==> src/rtl/i2c_rb_pkg.sv <==
package i2c_rb_pkg;

  typedef enum logic [2:0] {
    S_IDLE,
    S_ADDR,
    S_ACK_ADDR,
    S_WRITE,
    S_ACK_WRITE,
    S_READ,
    S_ACK_READ
  } fsm_t;

  // reset content of writable register idx
  function automatic logic [7:0] reg_default(input int unsigned idx,
                                             input int unsigned sat_idx,
                                             input logic [7:0] sat_val);
    if (idx == sat_idx) return sat_val;
    return 8'(8'h40 + idx);
  endfunction

  // pointer step with wrap after the top entry
  function automatic logic [7:0] ptr_next(input logic [7:0] p, input logic [7:0] last);
    return (p == last) ? 8'h00 : p + 8'h01;
  endfunction

  // pointer load clipped to the map
  function automatic logic [7:0] ptr_clip(input logic [7:0] v, input logic [7:0] last);
    return (v > last) ? 8'h00 : v;
  endfunction

endpackage

==> src/rtl/i2c_rb_sync.sv <==
module i2c_rb_sync #(
  parameter int STAGES = 2
) (
  input  logic clk,
  input  logic rst_n,
  input  logic scl_i,
  input  logic sda_i,
  output logic sda_s,
  output logic start_ev,
  output logic stop_ev,
  output logic rise_ev,
  output logic fall_ev
);
  logic [STAGES-1:0] scl_ff, sda_ff;
  logic scl_d, sda_d, scl_s;

  always_ff @(posedge clk or negedge rst_n) begin
    if (!rst_n) begin
      scl_ff <= '1;
      sda_ff <= '1;
      scl_d  <= 1'b1;
      sda_d  <= 1'b1;
    end else begin
      scl_ff <= {scl_ff[STAGES-2:0], scl_i};
      sda_ff <= {sda_ff[STAGES-2:0], sda_i};
      scl_d  <= scl_ff[STAGES-1];
      sda_d  <= sda_ff[STAGES-1];
    end
  end

  assign scl_s    = scl_ff[STAGES-1];
  assign sda_s    = sda_ff[STAGES-1];
  assign start_ev = scl_s & scl_d & sda_d & ~sda_s;
  assign stop_ev  = scl_s & scl_d & ~sda_d & sda_s;
  assign rise_ev  = scl_s & ~scl_d;
  assign fall_ev  = ~scl_s & scl_d;
endmodule

==> src/rtl/i2c_rb_engine.sv <==
module i2c_rb_engine
  import i2c_rb_pkg::*;
#(
  parameter logic [6:0] SLV_ADDR = 7'h38
) (
  input  logic       clk,
  input  logic       rst_n,
  input  logic       sda_s,
  input  logic       start_ev,
  input  logic       stop_ev,
  input  logic       rise_ev,
  input  logic       fall_ev,
  input  logic [7:0] rd_byte,
  output logic       sda_oe,
  output logic       ptr_load,
  output logic       wr_en,
  output logic       rd_take,
  output logic       addr_done,
  output logic       fsm_idle,
  output logic [7:0] data_byte
);
  fsm_t       state;
  logic [3:0] bitcnt;
  logic [7:0] shreg;
  logic       rw, got_ptr, nack;
  logic       addr_match, byte_done_w;

  assign addr_match  = (shreg[7:1] == SLV_ADDR) && (shreg[7:1] != 7'h00);
  assign addr_done   = (state == S_ADDR) && fall_ev && (bitcnt == 4'd8);
  assign byte_done_w = (state == S_WRITE) && fall_ev && (bitcnt == 4'd8);
  assign ptr_load    = byte_done_w && !got_ptr;
  assign wr_en       = byte_done_w && got_ptr;
  assign rd_take     = fall_ev && (((state == S_ACK_ADDR) && rw) ||
                                   ((state == S_ACK_READ) && !nack));
  assign fsm_idle    = (state == S_IDLE);
  assign data_byte   = shreg;
  assign sda_oe      = (state == S_ACK_ADDR) || (state == S_ACK_WRITE) ||
                       ((state == S_READ) && !shreg[7]);

  always_ff @(posedge clk or negedge rst_n) begin
    if (!rst_n) begin
      state   <= S_IDLE;
      bitcnt  <= '0;
      shreg   <= '0;
      rw      <= 1'b0;
      got_ptr <= 1'b0;
      nack    <= 1'b0;
    end else if (start_ev) begin
      state   <= S_ADDR;
      bitcnt  <= '0;
      got_ptr <= 1'b0;
    end else if (stop_ev) begin
      state   <= S_IDLE;
      bitcnt  <= '0;
      got_ptr <= 1'b0;
    end else begin
      unique case (state)
        S_ADDR, S_WRITE: begin
          if (rise_ev && bitcnt != 4'd8) begin
            shreg  <= {shreg[6:0], sda_s};
            bitcnt <= bitcnt + 4'd1;
          end else if (addr_done) begin
            if (addr_match) begin
              state <= S_ACK_ADDR;
              rw    <= shreg[0];
            end else begin
              state <= S_IDLE;
            end
          end else if (byte_done_w) begin
            state   <= S_ACK_WRITE;
            got_ptr <= 1'b1;
          end
        end
        S_ACK_ADDR: begin
          if (fall_ev) begin
            bitcnt <= '0;
            if (rw) begin
              state <= S_READ;
              shreg <= rd_byte;
            end else begin
              state <= S_WRITE;
            end
          end
        end
        S_ACK_WRITE: begin
          if (fall_ev) begin
            state  <= S_WRITE;
            bitcnt <= '0;
          end
        end
        S_READ: begin
          if (fall_ev) begin
            if (bitcnt == 4'd7) begin
              state <= S_ACK_READ;
            end else begin
              shreg  <= {shreg[6:0], 1'b0};
              bitcnt <= bitcnt + 4'd1;
            end
          end
        end
        S_ACK_READ: begin
          if (rise_ev) nack <= sda_s;
          if (fall_ev) begin
            bitcnt <= '0;
            if (nack) begin
              state <= S_IDLE;
            end else begin
              state <= S_READ;
              shreg <= rd_byte;
            end
          end
        end
        default: ;
      endcase
    end
  end
endmodule

==> src/rtl/i2c_rb_regfile.sv <==
module i2c_rb_regfile
  import i2c_rb_pkg::*;
#(
  parameter int         NREG    = 28,
  parameter logic [7:0] ID_VAL  = 8'h12,
  parameter int         SAT_IDX = 5,
  parameter logic [7:0] SAT_VAL = 8'h9D
) (
  input  logic                   clk,
  input  logic                   rst_n,
  input  logic                   ptr_load,
  input  logic                   wr_en,
  input  logic                   rd_take,
  input  logic [7:0]             din,
  output logic [7:0]             rd_byte,
  output logic [7:0]             ptr_q,
  output logic [(NREG-1)*8-1:0]  cfg_bus
);
  localparam int         PW   = $clog2(NREG);
  localparam logic [7:0] LAST = 8'(NREG - 1);

  logic [NREG*8-1:0] bank;

  generate
    for (genvar k = 0; k < NREG; k++) begin : g_reg
      if (k == NREG - 1) begin : g_id
        assign bank[8*k +: 8] = ID_VAL;
      end else begin : g_rw
        logic [7:0] q;
        always_ff @(posedge clk or negedge rst_n) begin
          if (!rst_n)
            q <= reg_default(k, SAT_IDX, SAT_VAL);
          else if (wr_en && ptr_q == 8'(k))
            q <= din;
        end
        assign bank[8*k +: 8] = q;
      end
    end
  endgenerate

  always_ff @(posedge clk or negedge rst_n) begin
    if (!rst_n)                ptr_q <= 8'h00;
    else if (ptr_load)         ptr_q <= ptr_clip(din, LAST);
    else if (wr_en || rd_take) ptr_q <= ptr_next(ptr_q, LAST);
  end

  assign rd_byte = bank[{ptr_q[PW-1:0], 3'b000} +: 8];
  assign cfg_bus = bank[(NREG-1)*8-1:0];
endmodule

==> src/rtl/i2c_regbank_slave.sv <==
module i2c_regbank_slave #(
  parameter logic [6:0] SLV_ADDR    = 7'h38,
  parameter int         NREG        = 28,
  parameter logic [7:0] ID_VAL      = 8'h12,
  parameter int         SAT_IDX     = 5,
  parameter logic [7:0] SAT_VAL     = 8'h9D,
  parameter int         SYNC_STAGES = 2
) (
  input  logic                  clk,
  input  logic                  rst_n,
  input  logic                  scl_i,
  input  logic                  sda_i,
  output logic                  sda_oe,
  output logic [(NREG-1)*8-1:0] cfg_bus
);
  logic       sda_s, start_ev, stop_ev, rise_ev, fall_ev;
  logic       ptr_load, wr_en, rd_take, addr_done, fsm_idle;
  logic [7:0] data_byte, rd_byte, ptr_q;

  i2c_rb_sync #(.STAGES(SYNC_STAGES)) u_sync (
    .clk(clk), .rst_n(rst_n), .scl_i(scl_i), .sda_i(sda_i),
    .sda_s(sda_s), .start_ev(start_ev), .stop_ev(stop_ev),
    .rise_ev(rise_ev), .fall_ev(fall_ev)
  );

  i2c_rb_engine #(.SLV_ADDR(SLV_ADDR)) u_eng (
    .clk(clk), .rst_n(rst_n), .sda_s(sda_s), .start_ev(start_ev),
    .stop_ev(stop_ev), .rise_ev(rise_ev), .fall_ev(fall_ev),
    .rd_byte(rd_byte), .sda_oe(sda_oe), .ptr_load(ptr_load),
    .wr_en(wr_en), .rd_take(rd_take), .addr_done(addr_done),
    .fsm_idle(fsm_idle), .data_byte(data_byte)
  );

  i2c_rb_regfile #(.NREG(NREG), .ID_VAL(ID_VAL), .SAT_IDX(SAT_IDX), .SAT_VAL(SAT_VAL)) u_rf (
    .clk(clk), .rst_n(rst_n), .ptr_load(ptr_load), .wr_en(wr_en),
    .rd_take(rd_take), .din(data_byte), .rd_byte(rd_byte),
    .ptr_q(ptr_q), .cfg_bus(cfg_bus)
  );
endmodule

==> config.mk <==
export PLATFORM = sky130hd
export DESIGN_NAME = i2c_regbank_slave
export DESIGN_NICKNAME = d
export VERILOG_FILES = /design/src/rtl/i2c_rb_pkg.sv /design/src/rtl/i2c_rb_sync.sv /design/src/rtl/i2c_rb_engine.sv /design/src/rtl/i2c_rb_regfile.sv /design/src/rtl/i2c_regbank_slave.sv
export SDC_FILE = /design/constraint.sdc
export NUM_CORES = 1
export LEC_CHECK = 0
export BUFFER_PORTS_ARGS = -buffer_cell sky130_fd_sc_hd__buf_2
export CORE_MARGIN = 4
export CORE_UTILIZATION = 48
export CTS_CLUSTER_SIZE = 28
export DETAILED_ROUTE_END_ITERATION = 16
export HOLD_SLACK_MARGIN = 0.15
export PLACE_DENSITY = 0.79
export SETUP_SLACK_MARGIN = 0.15
export SLEW_MARGIN = 20
export SYNTH_ARGS = -nofsm -noshare
export SYNTH_HDL_FRONTEND = slang
export SYNTH_SLANG_ARGS = --single-unit
==> constraint.sdc <==
create_clock -name clk -period 8.2 [get_ports clk]
set_input_delay 2.46 -clock clk [delete_from_list [all_inputs] [get_ports clk]]
set_output_delay 2.46 -clock clk [all_outputs]
set_load 0.05 [all_outputs]
# ---- Word-level counts from Yosys, hierarchy flattened
# Cells that the tools add are included.
dict set report classes {
  add_sub_neg 2
  n_lt_le_gt_ge 1
  eq_ne 56
  n_shift 1
  muxes 39
  bitwise_logic 14
  n_reduce_logical 62
}
# operator n
set ops {}
lappend ops {{$shiftx 224x9->8} 1}
lappend ops {{$eq 8x5->1 const B} 12}
lappend ops {{$mux 8} 11}
lappend ops {{$eq 8x4->1 const B} 8}
lappend ops {{$logic_and 1x1->1} 39}
lappend ops {{$mux 3} 12}
lappend ops {{$eq 8x3->1 const B} 4}
lappend ops {{$pmux 8 s4} 1}
lappend ops {{$mux 4} 6}
lappend ops {{$ne 4x3->1 const B} 5}
lappend ops {{$eq 8x2->1 const B} 2}
lappend ops {{$ne 4x4->1 const B} 4}
lappend ops {{$pmux 3 s5} 1}
lappend ops {{$reduce_bool 7->1} 2}
lappend ops {{$pmux 4 s3} 1}
lappend ops {{$ne 2x1->1 const B} 5}
lappend ops {{$reduce_and 10->1} 1}
lappend ops {{$eq 3x3->1 const B} 3}
lappend ops {{$add 8x1->8 const B} 1}
lappend ops {{$eq 8x1->1 const B} 1}
lappend ops {{$gt 8x5->1 const B} 1}
lappend ops {{$logic_not 8->1} 1}
lappend ops {{$reduce_and 4->1} 2}
lappend ops {{$reduce_and 8->1} 1}
lappend ops {{24 further kinds} 50}
dict set report word_totals {
  ff_bits 248
  output_inout_bits 217
  elab_cells 213
}

# ---- Depth between registers and ports, before layout
dict set report logic_depth {
  word_depth 10
  mapped_depth 9
  mapped_depth_nobuf 7
}

# ---- Modules after synthesis
# A second synthesis with hierarchy kept.
dict set report hier_totals {
  hier_cells 875
  hier_area_um2 12353.1
}
# module instances cells_per_inst area_per_inst_um2 seq_area_each_um2
set modules_own_cells {}
lappend modules_own_cells {i2c_rb_regfile 1 735 10885.4 5716.7}
lappend modules_own_cells {i2c_rb_engine 1 130 1275.0 450.4}
lappend modules_own_cells {i2c_rb_sync 1 10 192.7 157.7}

# ---- Least setup slack after synthesis
# No wires, ideal clock.
dict set report synth_path {
  path_kind {register to output}
  start {register u_eng.state[0]}
  end {output port sda_oe}
  arrival_time_ns 1.971
  t_required_ns 5.740
  setup_slack_ns 3.769
  path_stages_with_launch 5
  path_buffers 2
  path_cell_list {dfrtp_1 -> buf_2 -> nand2b_1 -> clkbuf_1 -> o21ai_0}
}
dict set report synth_via {
  elab_chain_cells 3
  elab_cells_between_ends 6
}
# item line
set synth_rtl {}
lappend synth_rtl {{from (decl)} i2c_rb_engine.sv:22} ;# fsm_t state;
lappend synth_rtl {{from (signal assigned)} i2c_rb_engine.sv:42} ;# state <= S_IDLE;
lappend synth_rtl {{from (signal assigned)} i2c_rb_engine.sv:49} ;# state <= S_ADDR;
lappend synth_rtl {{from (signal assigned)} i2c_rb_engine.sv:53} ;# state <= S_IDLE;
lappend synth_rtl {{$eq 3x2->1 (tied with other cells)} i2c_rb_engine.sv:37} ;# assign sda_oe = (state == S_ACK_ADDR) || (state == S_ACK_WRITE) ||
lappend synth_rtl {{$logic_or 1x1->1 or $logic_and 1x1->1 (tied branches)} {i2c_rb_engine.sv:37, i2c_rb_engine.sv:38}}
lappend synth_rtl {{$logic_or 1x1->1 (*)} i2c_rb_engine.sv:37}
lappend synth_rtl {{to (decl)} i2c_regbank_slave.sv:13} ;# output logic sda_oe,
# Every way passes the cells marked *; elsewhere a longest branch is shown, timed or not.

# ---- Worst setup path in the final report
dict set report layout_path {
  start {register u_eng.state[1]}
  end {output port sda_oe}
}
# The elaborated chain is that of the path after synthesis.

==> impl_summary.md <==
Power
The relative contribution of combinational cells to total power is 9.9%. In this run the power density over the cells is 209 nW/um^2. For this design the static power due to leakage is roughly 7.0 nW. Cell internal power was estimated by the tool at 2.13 mW. For this design the total switching power over the nets is between 800 and 900 uW. The total design power is 3.00 mW. The relative contribution of the clock network to total power is 42.8%. The switching part of the total power is between 20 and 30%.

The share of total power dissipated in sequential elements is 47.3%. The worst-case IR drop observed on VDD is 173 uV.

Floorplanning
During I/O placement, the number of pins put on the boundary was 221. The initial utilization of the core area, before any placement, comes to 49.2%. The floorplan step set the die width to 167 um.

The y dimension of the die is 167 um. The core area is 24500 sq um. The die covers approximately 28000 sq um.

After floorplanning, the core was divided into between 50 and 60 placement rows.

Worst setup path
The slowest stage of the critical path is the dfrtp_1 cell. STA puts the critical path data arrival time at 2.32 ns. Counting cells, the worst reg-to-reg path comes to 5. The worst setup path is launched from a flip-flop. The endpoint of the most critical register-to-register path is u_rf.g_reg[15].g_rw.q[5]. The worst setup path is captured at an output pin. The critical path goes through nand2b_1, o21ai_0, buf_2.

The startpoint identified for the worst register-to-register timing path is u_rf.ptr_q[1]. In this design, the stage delay of the slowest critical-path cell is 0.69 ns. The minimum setup slack among reg-to-reg paths is 4.86 ns.

By startpoint and endpoint, the worst setup path is classified as reg2out. The required arrival time at the worst endpoint is 5.74 ns. Of all nets on the critical path, the largest fanout is 16.

Clock network
In this run, post-CTS repair resized a total of 0 instances. TritonCTS built the clock tree. In this run the deepest clock path goes through 3 buffers. The number of H-tree levels is 1.

The number of buffers added to fix hold violations after cts is 0. Clock-pin slew was measured on the worst setup and hold paths at 0.06 ns. CTS saw 248 sinks. The TritonCTS buffer count is 26.

The CTS root buffer is clkbuf_16. Post-CTS timing repair inserted 0 buffers for setup. Clock latency on the worst-skew pair, taken at its later pin, is 0.53 ns.

GRT
The total overflow reported by the global router is 0. The overall global routing resource usage is between 20% and 30%. Entering global routing, the biggest net connects 95 pins. The global-route wire length before repair is 55300 um. The via count of the first global-routing pass is about 9k.

The number of antenna violations at the first check in global routing is 1.

Hold path
The worst hold path passes through 0 cells. For hold timing, the worst endpoint is u_sync.scl_ff[1]. The startpoint of the tightest hold check path is u_sync.scl_ff[0]. The worst min-delay path category is reg2reg.

Synth
By area, the combinational part of the netlist is dominated by multiplexers. Multiplexer cells account for 30.1% of the synthesized area. The async set-or-reset flop fraction in the synthesized netlist is between 90% and 100%. For this run, the leading register cell type out of synthesis is dfrtp_1. The count of different cell masters after synthesis is 66. During synthesis, Yosys emitted a total of 0 warnings. Summing the areas of all compound-gate instances in the mapped netlist gives under 10% of the synthesized area. The synthesized area per cell is 13.5 sq um.

The most frequent cell after synthesis is mux2_2. Of the total synthesized cell area, the portion taken by AND, OR, NAND and NOR gates is 7.15%. Counting every instance in the synthesized netlist gives 891.

The net count of the mapped netlist is 901. Sorting the synthesized cells by area gives the leading types as dfrtp_1 (32%), mux2_2 (21%), dfstp_2 (21%), mux4_2 (6.5%), mux2i_1 (2.3%). Counting flops and latches in the post-synthesis netlist gives 248. The number of flops mapped to enable cells by yosys is 0.

The netlist area before placement is between 10000 and 15000 sq um. In the synthesized netlist, the cells that appear most often are mux2_2 (222), dfrtp_1 (153), dfstp_2 (95). The top cell type by area accounts for 31.7% of the synthesized area. The sequential cell area fraction in the yosys report is 52.4%. The area share of fa/ha/maj cells after synthesis is less than 1%. Of all cell types, the one taking the most synthesized area is dfrtp_1. The share of the synthesized netlist area taken by xor and xnor gates is 0.145%.

Route
Once detail routing completed, the nets flagged for antenna violations numbered 0. The number of vias per cell after detailed routing is about 6.1. The routed layout has roughly 8.8k vias. Before antenna repair, the detailed router went through 5 iterations. The detailed router finished its first iteration with approximately 600 violations. The routed wire length is about 35000 um. The DRC violation count after routing is 0. Dividing the detail-routed wire length by the instance count gives between 20 and 25 um.

Timing
For the final database, setup skew stands at 0.0101 ns. Setup repair after global routing left no endpoint under its margin. The slew of the pin with the lowest slew margin is 1.14 ns. Headroom to the max-slew limit came out at between 20% and 30%. The part of the cycle the worst path needs is about 58%. The max-slew violation count is 0. Derived from the worst setup path, the maximum achievable clock frequency is 209 MHz. The worst path needs 4.78 ns of the cycle, external delays included.

The final count of hold timing violations is 0. Setup violations remaining at the end of the flow were counted as 0. Across all hold checks on the routed design, the worst slack comes to 0.356 ns. The aggregate negative setup slack is 0 ns.

Flow run
Max-cap violations in this run came to 0.

Final layout
The count of nets after finishing is 1099. Of the cells placed in the final design, the portion with a size suffix greater than 1 is about three fifths. The final design instance area without fill is 14400 sq um. The area overhead of the layout relative to synthesis is 19.0%. The antenna cell count is 0.

Place
The routability congestion estimate from global placement is 0.901. The number of buffers added on ports is 220. The half-perimeter wire length after detailed placement is roughly 24000 um. Once placement finished, the instance area stood at 13400 sq um.

Outcome
The flow ran to the end, and the final reports show no timing, DRC or antenna violations.
-- kinds of logic after synthesis --
| family | after synthesis |
|---|---|
| compound gates | 120 |
| xor+xnor | 2 |
| fa+ha+maj | 6 |
| buf+inv | 80 |
| flops | 248 |
| mux | 291 |
| simple gates | 144 |
-- through the flow --
stage               cells  setup slack (ns)  util, %
floorplan             891              3.77        -
global placement     1384              3.98     54.6
detailed placement   1384              3.97     54.6
CTS                  1432              3.38     58.4
global route         1433              3.23     58.5
finish               1433              3.42     58.5
-- per-layer routing --
layer	vias to the layer above	track usage [%]	share of wire [%]
met3	89	6.66	7.9
met5	-	0	0.054
met2	415	40.3	47
li1	3740	-	-
met4	2	9.07	4.1
met1	4519	33.3	41
-- layout make-up --
type | instances | area [sq um]
Fill cell | 1964 | 10200
Sequential cell | 248 | 6330
Multi-Input combinational cell | 563 | 5400
Timing Repair Buffer | 233 | 1210
Clock buffer | 36 | 769
Tap cell | 324 | 405
Clock inverter | 12 | 169
Inverter | 17 | 63.8
-- cell usage in the layout, fill, tap and decap left out, types with 3 or more instances in the layout --
cell / n
ha_1: 6
bufinv_16: 4
o22ai_1: 13
mux4_2: 35
clkbuf_8: 6
o211ai_1: 10
nand3_1: 15
a31oi_1: 14
a221oi_1: 4
o21ai_0: 16
a22oi_1: 4
nor2b_1: 6
o22a_1: 3
mux2i_1: 28
buf_2: 219
buf_4: 12
nor3_4: 4
dfstp_2: 95
nand2_1: 50
clkinv_2: 5
clkbuf_16: 27
inv_1: 14
o221ai_1: 3
nor2_1: 14
nor4_1: 4
o21a_1: 5
a32oi_1: 4
mux2_2: 222
nor3_1: 8
nand4_1: 5
mux2_1: 6
dfrtp_1: 150
nand3b_1: 6
clkbuf_1: 3
a21oi_1: 25
a211o_1: 4
nand2b_1: 7
and2_1: 6
-- registers in the layout, indices dropped and copies added (netlist names) --
| register | count |
|---|---|
| u_eng.data_byte | 8 |
| u_sync.scl_d | 1 |
| u_eng.state | 3 |
| u_eng.rw | 1 |
| u_eng.got_ptr | 1 |
| u_eng.nack | 1 |
| u_sync.sda_ff | 2 |
| u_rf.g.g_rw.q | 216 |
| u_eng.bitcnt | 4 |
| u_sync.scl_ff | 2 |
| u_rf.ptr_q | 8 |
| u_sync.sda_d | 1 |
-- how the worst max path moves through the flow --
stage / start / endpoint / slack, ns / depth (start not counted)
CTS: u_eng.state[1] / sda_oe / 3.38 / 3
global route: u_eng.state[1] / sda_oe / 3.23 / 3
finish: u_eng.state[1] / sda_oe / 3.42 / 3
detailed placement: u_eng.state[1] / sda_oe / 3.97 / 3
floorplan: u_eng.state[0] / sda_oe / 3.77 / 4
global placement: u_eng.state[1] / sda_oe / 3.98 / 3
-- power groups by stage --
stage / Combinational (mW) / Clock, mW / Sequential [mW]
after CTS: 0.296 / 1.30 / 1.42
after global routing: 0.326 / 1.35 / 1.43
after detailed placement: 0.294 / 0 / 1.44
after global placement: 0.289 / 0 / 1.43
final: 0.298 / 1.28 / 1.42
after floorplan: 0.266 / 0 / 1.31
-- critical path, delay by kind of cell (launching register included) --
family	cells	cell delay, ns
buffers and inverters	1	0.32
AOI/OAI and AO/OA	1	0.36
DFF	1	0.69
and+or+nand+nor	1	0.41
Power figures use the tool's default switching activity.
